`config.mk`:
```
export PLATFORM = sky130hd
export DESIGN_NAME = spk_tx_packer
export DESIGN_NICKNAME = d
export VERILOG_FILES = /design/src/rtl/spk_tx_pkg.sv /design/src/rtl/spk_batch_acc.sv /design/src/rtl/spk_tx_ctrl.sv /design/src/rtl/spk_tx_frame.sv /design/src/rtl/spk_tx_packer.sv
export SDC_FILE = /design/constraint.sdc
export NUM_CORES = 1
export LEC_CHECK = 0
export BUFFER_PORTS_ARGS = -buffer_cell sky130_fd_sc_hd__buf_2
export CAP_MARGIN = 10
export CELL_PAD_IN_SITES_DETAIL_PLACEMENT = 0
export CELL_PAD_IN_SITES_GLOBAL_PLACEMENT = 2
export CORE_AREA = 2 2 348 350
export DETAILED_ROUTE_END_ITERATION = 8
export DIE_AREA = 0 0 350 352
export PLACE_DENSITY_LB_ADDON = 0.1
export SETUP_SLACK_MARGIN = 0.05
export SLEW_MARGIN = 10
export SYNTH_ARGS = -nofsm -noshare
export SYNTH_HDL_FRONTEND = slang
export SYNTH_SLANG_ARGS = --single-unit
```
`constraint.sdc`:
```
create_clock -name clk -period 1.8 [get_ports clk]
set_input_delay 0.18 -clock clk [delete_from_list [all_inputs] [get_ports clk]]
set_output_delay 0.18 -clock clk [all_outputs]
set_load 0.1 [all_outputs]
```
`src/rtl/spk_tx_pkg.sv`:
```
package spk_tx_pkg;

    localparam int PKT_W    = 512;
    localparam int ENTRY_W  = 32;
    localparam int BATCH_N  = 14;
    localparam int STEP_W   = 32;
    localparam int NADDR_W  = 17;
    localparam int MEM_W    = 256;
    localparam int NRN_W    = 53;
    localparam int TAG16_W  = 16;
    localparam int SR_W     = BATCH_N * ENTRY_W;
    localparam int CNT_W    = $clog2(BATCH_N + 1);

    localparam logic [31:0]        SPIKE_TAG = 32'hEEEE_EEEE;
    localparam logic [TAG16_W-1:0] MEM_TAG   = 16'hBBBB;
    localparam logic [TAG16_W-1:0] NRN_TAG   = 16'hCCCC;

    // encoding is visible on tx_state, values fixed
    typedef enum logic [1:0] {
        ST_RESET   = 2'd0,
        ST_IDLE    = 2'd1,
        ST_COLLECT = 2'd2,
        ST_SEND    = 2'd3
    } tx_state_e;

    typedef enum logic [1:0] {
        SEL_NONE  = 2'd0,
        SEL_MEM   = 2'd1,
        SEL_NRN   = 2'd2,
        SEL_SPIKE = 2'd3
    } frame_sel_e;

    typedef struct packed {
        logic [7:0]  stamp;
        logic        mark;
        logic [6:0]  pad;
        logic [15:0] addr;
    } spike_entry_t;

    function automatic spike_entry_t make_entry(input logic [7:0] stamp,
                                                input logic [15:0] addr);
        spike_entry_t e;
        e.stamp = stamp;
        e.mark  = 1'b1;
        e.pad   = '0;
        e.addr  = addr;
        return e;
    endfunction

    function automatic logic [PKT_W-1:0] frame_mem(input logic [MEM_W-1:0] d);
        return {MEM_TAG, {(PKT_W - TAG16_W - MEM_W){1'b0}}, d};
    endfunction

    function automatic logic [PKT_W-1:0] frame_nrn(input logic [NRN_W-1:0] d);
        return {NRN_TAG, {(PKT_W - TAG16_W - NRN_W){1'b0}}, d};
    endfunction

    function automatic logic [PKT_W-1:0] frame_spike(input logic [SR_W-1:0] sr,
                                                     input logic [STEP_W-1:0] step);
        return {SPIKE_TAG, sr, step};
    endfunction

endpackage

```
`src/rtl/spk_batch_acc.sv`:
```
module spk_batch_acc
    import spk_tx_pkg::*;
#(
    parameter int DEPTH = BATCH_N,
    parameter int EW    = ENTRY_W,
    localparam int AW   = EW * DEPTH,
    localparam int CW   = $clog2(DEPTH + 1)
) (
    input  logic          clk,
    input  logic          rst,
    input  logic          push,
    input  logic          clear,
    input  logic [EW-1:0] entry,
    output logic [AW-1:0] acc,
    output logic [CW-1:0] count
);

    // newest entry enters at the top, oldest drifts toward slot 0
    always_ff @(posedge clk) begin
        if (rst || clear) begin
            acc   <= '0;
            count <= '0;
        end else if (push) begin
            acc   <= {entry, acc[AW-1:EW]};
            count <= count + 1'b1;
        end
    end

endmodule

```
`src/rtl/spk_tx_ctrl.sv`:
```
module spk_tx_ctrl
    import spk_tx_pkg::*;
#(
    parameter int DEPTH = BATCH_N,
    localparam int CW   = $clog2(DEPTH + 1)
) (
    input  logic          clk,
    input  logic          rst,
    input  logic          run_active,
    input  logic          run_done,
    input  logic          spk_empty,
    input  logic          mem_empty,
    input  logic          nrn_empty,
    input  logic          tx_full,
    input  logic [CW-1:0] count,
    output tx_state_e     state,
    output frame_sel_e    sel,
    output logic          spk_rd,
    output logic          mem_rd,
    output logic          nrn_rd,
    output logic          tx_wr,
    output logic          push,
    output logic          clear
);

    localparam logic [CW-1:0] FULL_CNT = CW'(DEPTH);

    tx_state_e nxt;

    always_comb begin
        nxt    = state;
        sel    = SEL_NONE;
        spk_rd = 1'b0;
        mem_rd = 1'b0;
        nrn_rd = 1'b0;
        tx_wr  = 1'b0;
        push   = 1'b0;
        clear  = 1'b0;
        unique case (state)
            ST_RESET: nxt = ST_IDLE;
            ST_IDLE: begin
                if (run_active) begin
                    nxt = ST_COLLECT;
                end else if (!tx_full) begin
                    if (!mem_empty) begin
                        sel    = SEL_MEM;
                        mem_rd = 1'b1;
                        tx_wr  = 1'b1;
                    end else if (!nrn_empty) begin
                        sel    = SEL_NRN;
                        nrn_rd = 1'b1;
                        tx_wr  = 1'b1;
                    end
                end
            end
            ST_COLLECT: begin
                if (count == FULL_CNT) begin
                    nxt = ST_SEND;
                end else if (!spk_empty) begin
                    spk_rd = 1'b1;
                    push   = 1'b1;
                end else if (run_done) begin
                    nxt = (count != '0) ? ST_SEND : ST_IDLE;
                end
            end
            ST_SEND: begin
                sel = SEL_SPIKE;
                if (!tx_full) begin
                    tx_wr = 1'b1;
                    clear = 1'b1;
                    nxt   = ST_COLLECT;
                end
            end
            default: nxt = ST_RESET;
        endcase
    end

    always_ff @(posedge clk) begin
        if (rst) state <= ST_RESET;
        else     state <= nxt;
    end

endmodule

```
`src/rtl/spk_tx_frame.sv`:
```
module spk_tx_frame
    import spk_tx_pkg::*;
(
    input  frame_sel_e         sel,
    input  logic [SR_W-1:0]    acc,
    input  logic [STEP_W-1:0]  step,
    input  logic [MEM_W-1:0]   mem_data,
    input  logic [NRN_W-1:0]   nrn_data,
    output logic [PKT_W-1:0]   frame
);

    always_comb begin
        unique case (sel)
            SEL_MEM:   frame = frame_mem(mem_data);
            SEL_NRN:   frame = frame_nrn(nrn_data);
            SEL_SPIKE: frame = frame_spike(acc, step);
            default:   frame = '0;
        endcase
    end

endmodule

```
`src/rtl/spk_tx_packer.sv`:
```
module spk_tx_packer
    import spk_tx_pkg::*;
(
    input  logic               clk,
    input  logic               rst,
    input  logic               run_active,
    input  logic               run_done,
    input  logic [STEP_W-1:0]  step_count,
    input  logic               spk_empty,
    input  logic [NADDR_W-1:0] spk_addr,
    output logic               spk_rd,
    input  logic               mem_empty,
    input  logic [MEM_W-1:0]   mem_data,
    output logic               mem_rd,
    input  logic               nrn_empty,
    input  logic [NRN_W-1:0]   nrn_data,
    output logic               nrn_rd,
    input  logic               tx_full,
    output logic [PKT_W-1:0]   tx_data,
    output logic               tx_wr,
    output logic [1:0]         tx_state
);

    tx_state_e        state;
    frame_sel_e       sel;
    logic             push, clear;
    logic [SR_W-1:0]  acc;
    logic [CNT_W-1:0] count;
    spike_entry_t     entry;

    assign entry    = make_entry(step_count[7:0], spk_addr[15:0]);
    assign tx_state = state;

    spk_tx_ctrl #(.DEPTH(BATCH_N)) ctrl_i (
        .clk       (clk),
        .rst       (rst),
        .run_active(run_active),
        .run_done  (run_done),
        .spk_empty (spk_empty),
        .mem_empty (mem_empty),
        .nrn_empty (nrn_empty),
        .tx_full   (tx_full),
        .count     (count),
        .state     (state),
        .sel       (sel),
        .spk_rd    (spk_rd),
        .mem_rd    (mem_rd),
        .nrn_rd    (nrn_rd),
        .tx_wr     (tx_wr),
        .push      (push),
        .clear     (clear)
    );

    spk_batch_acc #(.DEPTH(BATCH_N), .EW(ENTRY_W)) batch_i (
        .clk  (clk),
        .rst  (rst),
        .push (push),
        .clear(clear),
        .entry(entry),
        .acc  (acc),
        .count(count)
    );

    spk_tx_frame frame_i (
        .sel     (sel),
        .acc     (acc),
        .step    (step_count),
        .mem_data(mem_data),
        .nrn_data(nrn_data),
        .frame   (tx_data)
    );

endmodule

```
==> reports/summary.txt, run 1 <==
Status: complete, but fails checks
Failing checks: negative setup slack
Fraction of layout cells with a size suffix above 1: 51.1%
R2r setup slk: -0.24 ns
Die footprint: 123000 sq um
Sequential cell area fraction in the yosys report: 38.9%
Port bufs: 829
1st-iter DRT viols: 1469
Core Area: 119000 sq um
Synth top area cells: dfxtp_1, nand3_1, a21oi_1
Leading area contributor after synthesis: dfxtp_1
Dpl ws: -0.351 ns
Starting Density: 15.4%
Setup violators final: 814
Worst Skew: 0.0348 ns
Row Count: 127
RD Place Congestion: 0.819
DRT Wirelength: 124000 um
Number of synthesized flops with an enable pin: 0
Vias: 22200
Critical Path Start Type: register
Hold Slack: 0.110 ns
Arr. time, crit path: 2.16 ns
Reg-to-Reg End: batch_i.acc[270]$_SDFFE_PP0P_
Pwr/cell area: 570 nW/um^2
Flops & latches, synth: 356
Avg Cell Area, Syn: 7.72 sq um
Clk_lat worst skew: 0.60 ns
CP Cell Sequence: and2_4 -> buf_16 -> bufbuf_16 -> a22o_4 -> buf_12
Worst r2r src: ctrl_i.state[0]$_SDFFE_PP0P_
First-pass GRT wire length: 174000 um
Num CTS Buffers: 47
Leakage power: 14.9 nW
H-tree depth: 2
Yosys warnings: 0
Crit path launch: ctrl_i.state[1]$_SDFFE_PP0P_
Root Driver: clkbuf_16
Pins Over Slew Limit: 0
Post-synth top area share: 38.9%
GRT overflow: 0
Setup CP Type: register to output pin
Min cycle time layout: 2.34 ns
Max-cap violations: 0
Fraction of registers with async set or reset after synthesis: 0%
Die Y: 352 um
Final instance area: 38800 sq um
ANT nets after route: 0
CP max stage delay: 0.42 ns
Worst-path fanout max: 15
Cell Area, Placed: 35300 sq um
I/O pin count: 884
Vias in the first global route: 22700
Initial antenna violation count: 12
Most frequent cells after synthesis: nand3_1, a21oi_1, dfxtp_1, o21ai_0, and3_1
Period utilization: 130%
Fmax: 428 MHz
Count of cell types in the netlist: 36
Die width: 350 um
Max VDD drop: 0.654 mV
Main synth FF type: dfxtp_1
Clock Sinks: 356
Mapped Cells: 2375
Largest net degree at the start of global routing: 68
Req. time, crit path: 1.62 ns
Hpwl dp: 93500 um
Worst Setup End Kind: output pin
Final Net Count: 3584
Mapped Area: 18300 sq um
CTS tree: yes
GR Util All Layers: 19.1%
Critical Path Sink: tx_data[204]
Most frequent cell after synthesis: nand3_1
Final setup margin: -0.539 ns
Crit. path cell count: 5
Area growth syn-to-layout: 111%
Maximum clock insertion buffer count: 3
DR pass1 iterations: 5
Wire per inst: 25.5 um
Reg2Reg Depth: 8
Top Family by Delay on Critical Path: buffers and inverters
Slowest-stage cell, CP: dfxtp_4
Vias per cell: 4.57
Final hold vios: 0
Residual DRC: 0
Clock-pin slew on the worst setup and hold paths: 0.05 ns
RSZ-0062 raised after global routing: true
HP Class: primary input to register
Fill count: 12100
Bufs and invs on worst path: 3
-- power by group --
group / internal (mW) / switching, mW / total, mW / leakage (nW)
Sequential: 7.89 / 0.0138 / 7.90 / 2.87
Combinational: 1.73 / 2.90 / 4.62 / 11.2
Clock: 5.64 / 3.93 / 9.58 / 0.763
-- cell usage in the layout (no fill, tap or decap), drive strengths merged --
cell and n:
clkinv 10, a22o 167, and3 254, inv 8
o31a 6, dlygate4sd3 25, and2 2, or3b 1
a22oi 17, o21a 4, nor3b 10, a2111oi 1
a221o 25, nor2b 1, a211oi 2, a31oi 17
nor3 4, bufbuf 5, or3 1, diode 2
dfxtp 356, nor2 7, nand3 389, nor4b 1
bufinv 2, ha 3, mux2 1, a21o 1
or4 1, clkbuf 76, a31o 1, a21oi 357
o21ai 352, conb 53, clkinvlp 1, buf 1088
o31ai 1
-- final cells by class --
type	count	area (sq um)	share of cell area, %
Timing Repair Buffer	1123	15100	39.0
Tap cell	1612	2020	5.20
Clock buffer	71	1400	3.61
Sequential cell	356	7140	18.4
Multi-Input combinational cell	1679	12900	33.2
Clock inverter	13	158	0.407
Timing Repair inverter	1	6.26	0.0161
Inverter	7	41.3	0.107
Antenna cell	2	5.00	0.0129
-- through the flow --
| step | TNS [ns] | total power, mW | util (%) | cells |
|---|---|---|---|---|
| 2_1_floorplan | -53.33 | 10.7 | - | 2427 |
| 3_3_place_gp | -51.88 | 12.1 | 29.6 | 4690 |
| 3_5_place_dp | -52.96 | 12.1 | 29.6 | 4690 |
| 4_1_cts | -274.19 | 22.4 | 32.1 | 4847 |
| 5_1_grt | -314.88 | 22.9 | 32.5 | 4863 |
| 6_report | -248.45 | 22.1 | 32.5 | 4864 |
-- state kept, by name (all words and copies together), names as in the netlist --
name and flops:
ctrl_i.state 2, batch_i.acc 350, batch_i.count 4
-- worst register-to-register path: stages (launching register included) --
cell,delay [ns]
dfxtp_4,0.38
buf_8,0.14
buf_4,0.13
or3b_4,0.41
buf_4,0.20
buf_12,0.18
buf_4,0.25
o21ai_0,0.17
a21oi_1,0.08
-- how the worst min path moves through the flow --
stage,from,end,slack (ns),cells past startpoint
global placement,rst,ctrl_i.state[0]$_SDFFE_PP0P_,0.38,2
detailed placement,rst,ctrl_i.state[0]$_SDFFE_PP0P_,0.38,2
CTS,run_active,ctrl_i.state[0]$_SDFFE_PP0P_,0.07,4
global route,run_active,ctrl_i.state[0]$_SDFFE_PP0P_,0.11,4
finish,run_active,ctrl_i.state[0]$_SDFFE_PP0P_,0.11,4
floorplan,rst,ctrl_i.state[0]$_SDFFE_PP0P_,0.24,1
-- logic make-up after synthesis --
family	share of synthesized area [%]
AO/OA/AOI/OAI	30.7
adder cells (fa/ha/maj)	0.205
buffers and inverters	9.86
flip-flops	38.9
multiplexers	0.0614
other	0.0205
AND/OR/NAND/NOR	20.3
-- routing by layer --
metal	GRT usage, %	share of wire (%)	vias up
met5	0	0.064	-
met4	3.59	1.8	12
met3	4.75	6.5	116
met2	34.1	51	711
met1	23.1	41	11000
li1	-	-	10400
-- what timing repair did --
| item | 4_1_cts | 5_1_grt |
|---|---|---|
| hold buffers | 25 | 0 |
| setup endpoints to repair | 550 | 821 |
| gates cloned | 20 | 6 |
| buffers inserted | 28 | 10 |
| resized for setup | 80 | 52 |
| hold endpoints to repair | 26 | 0 |
| pin swaps | 23 | 37 |
Power figures use the tool's default switching activity.
==> inputs of run 2 (changes only) <==
- CORE_AREA: 2 2 348 350 -> 2 2 343 345
- CTS_CLUSTER_SIZE: default -> 24
- DIE_AREA: 0 0 350 352 -> 0 0 345 347
- clock period: 1.8 -> 2.9 ns (I/O delays scaled with it)
==> reports/summary.txt, run 2 (synthesis results as in run 1) <==
Final Net Count: 3407 (-4.9%)
Root Driver: clkbuf_16
Residual DRC: 0 (unchanged)
Vias: 21600 (-3.0%)
Top flop regs: batch_i.acc x350, batch_i.count x4, ctrl_i.state x2
Arr. time, crit path: 2.42 ns (+0.26 ns)
Setup violators final: 0 (-100%)
Setup CP Type: register to output pin
I/O pin count: 884 (unchanged)
Fmax: 369 MHz
Worst-path fanout max: 15 (unchanged)
DRT Wirelength: 120000 um (-3.1%)
Worst Skew: 0.0320 ns (-0.00290 ns)
Hpwl dp: 87500 um (-6.4%)
Max-cap violations: 0 (unchanged)
Vias in the first global route: 21600 (-4.9%)
Die Y: 347 um (-1.4%)
Slowest-stage cell, CP: inv_1
Crit path launch: ctrl_i.state[1]$_SDFFE_PP0P_
Min cycle time layout: 2.71 ns
Initial antenna violation count: 20 (+8)
Worst r2r src: ctrl_i.state[1]$_SDFFE_PP0P_
Bufs and invs on worst path: 3 (unchanged)
Commonest non-fill, non-tap cell in the layout: buf_2
Pwr/cell area: 439 nW/um^2 (-23%)
CP max stage delay: 0.49 ns (+0.07 ns)
Period utilization: 93.4%
CTS tree: yes
Critical Path Sink: tx_data[42]
ANT nets after route: 0 (unchanged)
Layout Utilization: 26.3% (-6.2 points)
GR Util All Layers: 19.2% (+0.056 points)
Internal Pwr Total: 9.29 mW (-39%)
Die footprint: 120000 sq um (-2.8%)
HP Class: primary input to register
Clk_lat worst skew: 0.63 ns (+0.03 ns)
Reg2Reg Depth: 6 (-2)
Final hold vios: 0 (unchanged)
Flip-flop count of the largest register after layout: 350 (unchanged)
Max VDD drop: 0.381 mV (-42%)
Top Family by Delay on Critical Path: buffers and inverters
Reg-to-Reg End: batch_i.acc[399]$_SDFFE_PP0P_
H-tree depth: 2 (unchanged)
Gate power share: 17.2% (-3.7 points)
Clock Sinks: 356 (unchanged)
Vias per cell: 4.69 (+2.5%)
Die width: 345 um (-1.4%)
1st-iter DRT viols: 1538 (+4.7%)
Status: finished clean
Critical Path Start Type: register
Clk pwr share: 46.1% (+2.8 points)
Largest net degree at the start of global routing: 154 (+130%)
Port bufs: 829 (unchanged)
Row Count: 125 (-1.6%)
Fraction of layout cells with a size suffix above 1: 34.6% (-16 points)
RD Place Congestion: 0.868 (+6.1%)
Maximum clock insertion buffer count: 3 (unchanged)
Slew headroom: 45.6%
Wire per inst: 26.1 um (+2.4%)
Fill count: 12600 (+4.0%)
Crit. path cell count: 5 (unchanged)
Final instance area: 30400 sq um (-21%)
Worst-Margin Slew: 0.816 ns
Setup TNS: 0 ns (+248.45 ns)
Final setup margin: 0.191 ns (+0.730 ns)
Leakage power: 12.4 nW (-17%)
Commonest non-fill, non-tap cells in the layout: buf_2, nand3_1, a21oi_1, dfxtp_1, o21ai_0
GRT overflow: 0 (unchanged)
Starting Density: 15.8% (+0.48 points)
Switching Share: 30.4% (-0.53 points)
Sequential share of power: 36.8% (+1.0 points)
Req. time, crit path: 2.61 ns (+0.99 ns)
Total design power: 13.4 mW (-40%)
CP Cell Sequence: inv_1 -> buf_4 -> nand3_1 -> a31oi_2 -> buf_12
Num CTS Buffers: 47 (unchanged)
Pins Over Slew Limit: 0 (unchanged)
Largest reg by FF count: batch_i.acc
RSZ-0062 raised after global routing: false
Worst Setup End Kind: output pin
Core Area: 116000 sq um (-3.0%)
First-pass GRT wire length: 170000 um (-2.5%)
R2r setup slk: 0.61 ns (+0.85 ns)
Area growth syn-to-layout: 66.0%
DR pass1 iterations: 7 (+2)
Dpl ws: 0.471 ns (+0.822 ns)
Cell Area, Placed: 28300 sq um (-20%)
Clock-pin slew on the worst setup and hold paths: 0.05 ns (about the same)
Psw: 4.06 mW (-41%)
==> run 2: cell count changes in the layout (fill, tap and decap cells not counted), moves of 23 or more <==
| cell | previous run | this run |
|---|---|---|
| buf_12 | 543 | 308 |
| a22o_2 | 0 | 23 |
| a22o_4 | 161 | 0 |
| and3_4 | 183 | 1 |
| buf_2 | 364 | 549 |
| and3_2 | 45 | 0 |
| a221o_4 | 25 | 0 |
| a221o_1 | 0 | 25 |
| buf_4 | 138 | 53 |
| and3_1 | 26 | 253 |
| a22o_1 | 6 | 144 |
==> run 2: through the flow <==
stage	cells	hold WS, ns
3_5_place_dp	4473	0.468
4_1_cts	4592	0.0479
5_1_grt	4599	0.112
3_3_place_gp	4473	0.462
6_report	4602	0.103
2_1_floorplan	2427	0.353
==> run 2: how the worst min path moves through the flow <==
stage	startpoint	to	cells after the start	slack, ns
floorplan	rst	ctrl_i.state[0]$_SDFFE_PP0P_	1	0.35
global placement	batch_i.acc[30]$_SDFFE_PP0P_	batch_i.acc[30]$_SDFFE_PP0P_	2	0.46
detailed placement	batch_i.acc[58]$_SDFFE_PP0P_	batch_i.acc[26]$_SDFFE_PP0P_	2	0.47
CTS	run_active	ctrl_i.state[0]$_SDFFE_PP0P_	3	0.05
global route	run_active	ctrl_i.state[0]$_SDFFE_PP0P_	3	0.11
finish	run_active	ctrl_i.state[0]$_SDFFE_PP0P_	3	0.10
==> run 2: area by class of cell <==
class	count	area (sq um)	area share [%]
multi-input cells	1680	9930	32.6
repair buffers	946	9800	32.2
flip-flops and latches	356	7130	23.4
well taps	1524	1910	6.27
clock buffers	75	1450	4.77
clock inverters	9	160	0.526
inverters	7	26.3	0.0864
diodes	5	12.5	0.0411
==> run 2: layer usage <==
layer / vias to the layer above / part of all wire [%] / GRT usage [%] / wire (um)
met5: - / 0.066 / 0 / 79
met4: 10 / 1.8 / 4.19 / 2120
met3: 90 / 5.4 / 3.84 / 6470
met2: 715 / 50 / 33.8 / 60300
met1: 10700 / 43 / 24.0 / 51200
li1: 10000 / - / - / -
==> run 2: power by group through the flow <==
stage | clock network (mW) | registers [mW] | logic (mW)
2_1_floorplan | 0 | 5.02 | 1.39
3_3_place_gp | 0 | 5.02 | 2.21
3_5_place_dp | 0 | 5.02 | 2.22
4_1_cts | 6.39 | 4.91 | 2.30
5_1_grt | 6.55 | 4.91 | 2.38
6_report | 6.15 | 4.91 | 2.29
==> run 2: what timing repair did <==
action / CTS / global route
gates cloned: 4 / 0
pin swaps: 1 / 0
gates resized for setup: 20 / 4
hold endpoints to repair: 26 / 0
hold buffers: 25 / 0
setup endpoints to repair: 248 / 54
buffers inserted: 6 / 5
==> run 2: tightest hold or removal path, cell delays in order <==
cell and delay, ns:
buf_2 0.16, mux2_2 0.17, a211oi_1 0.06
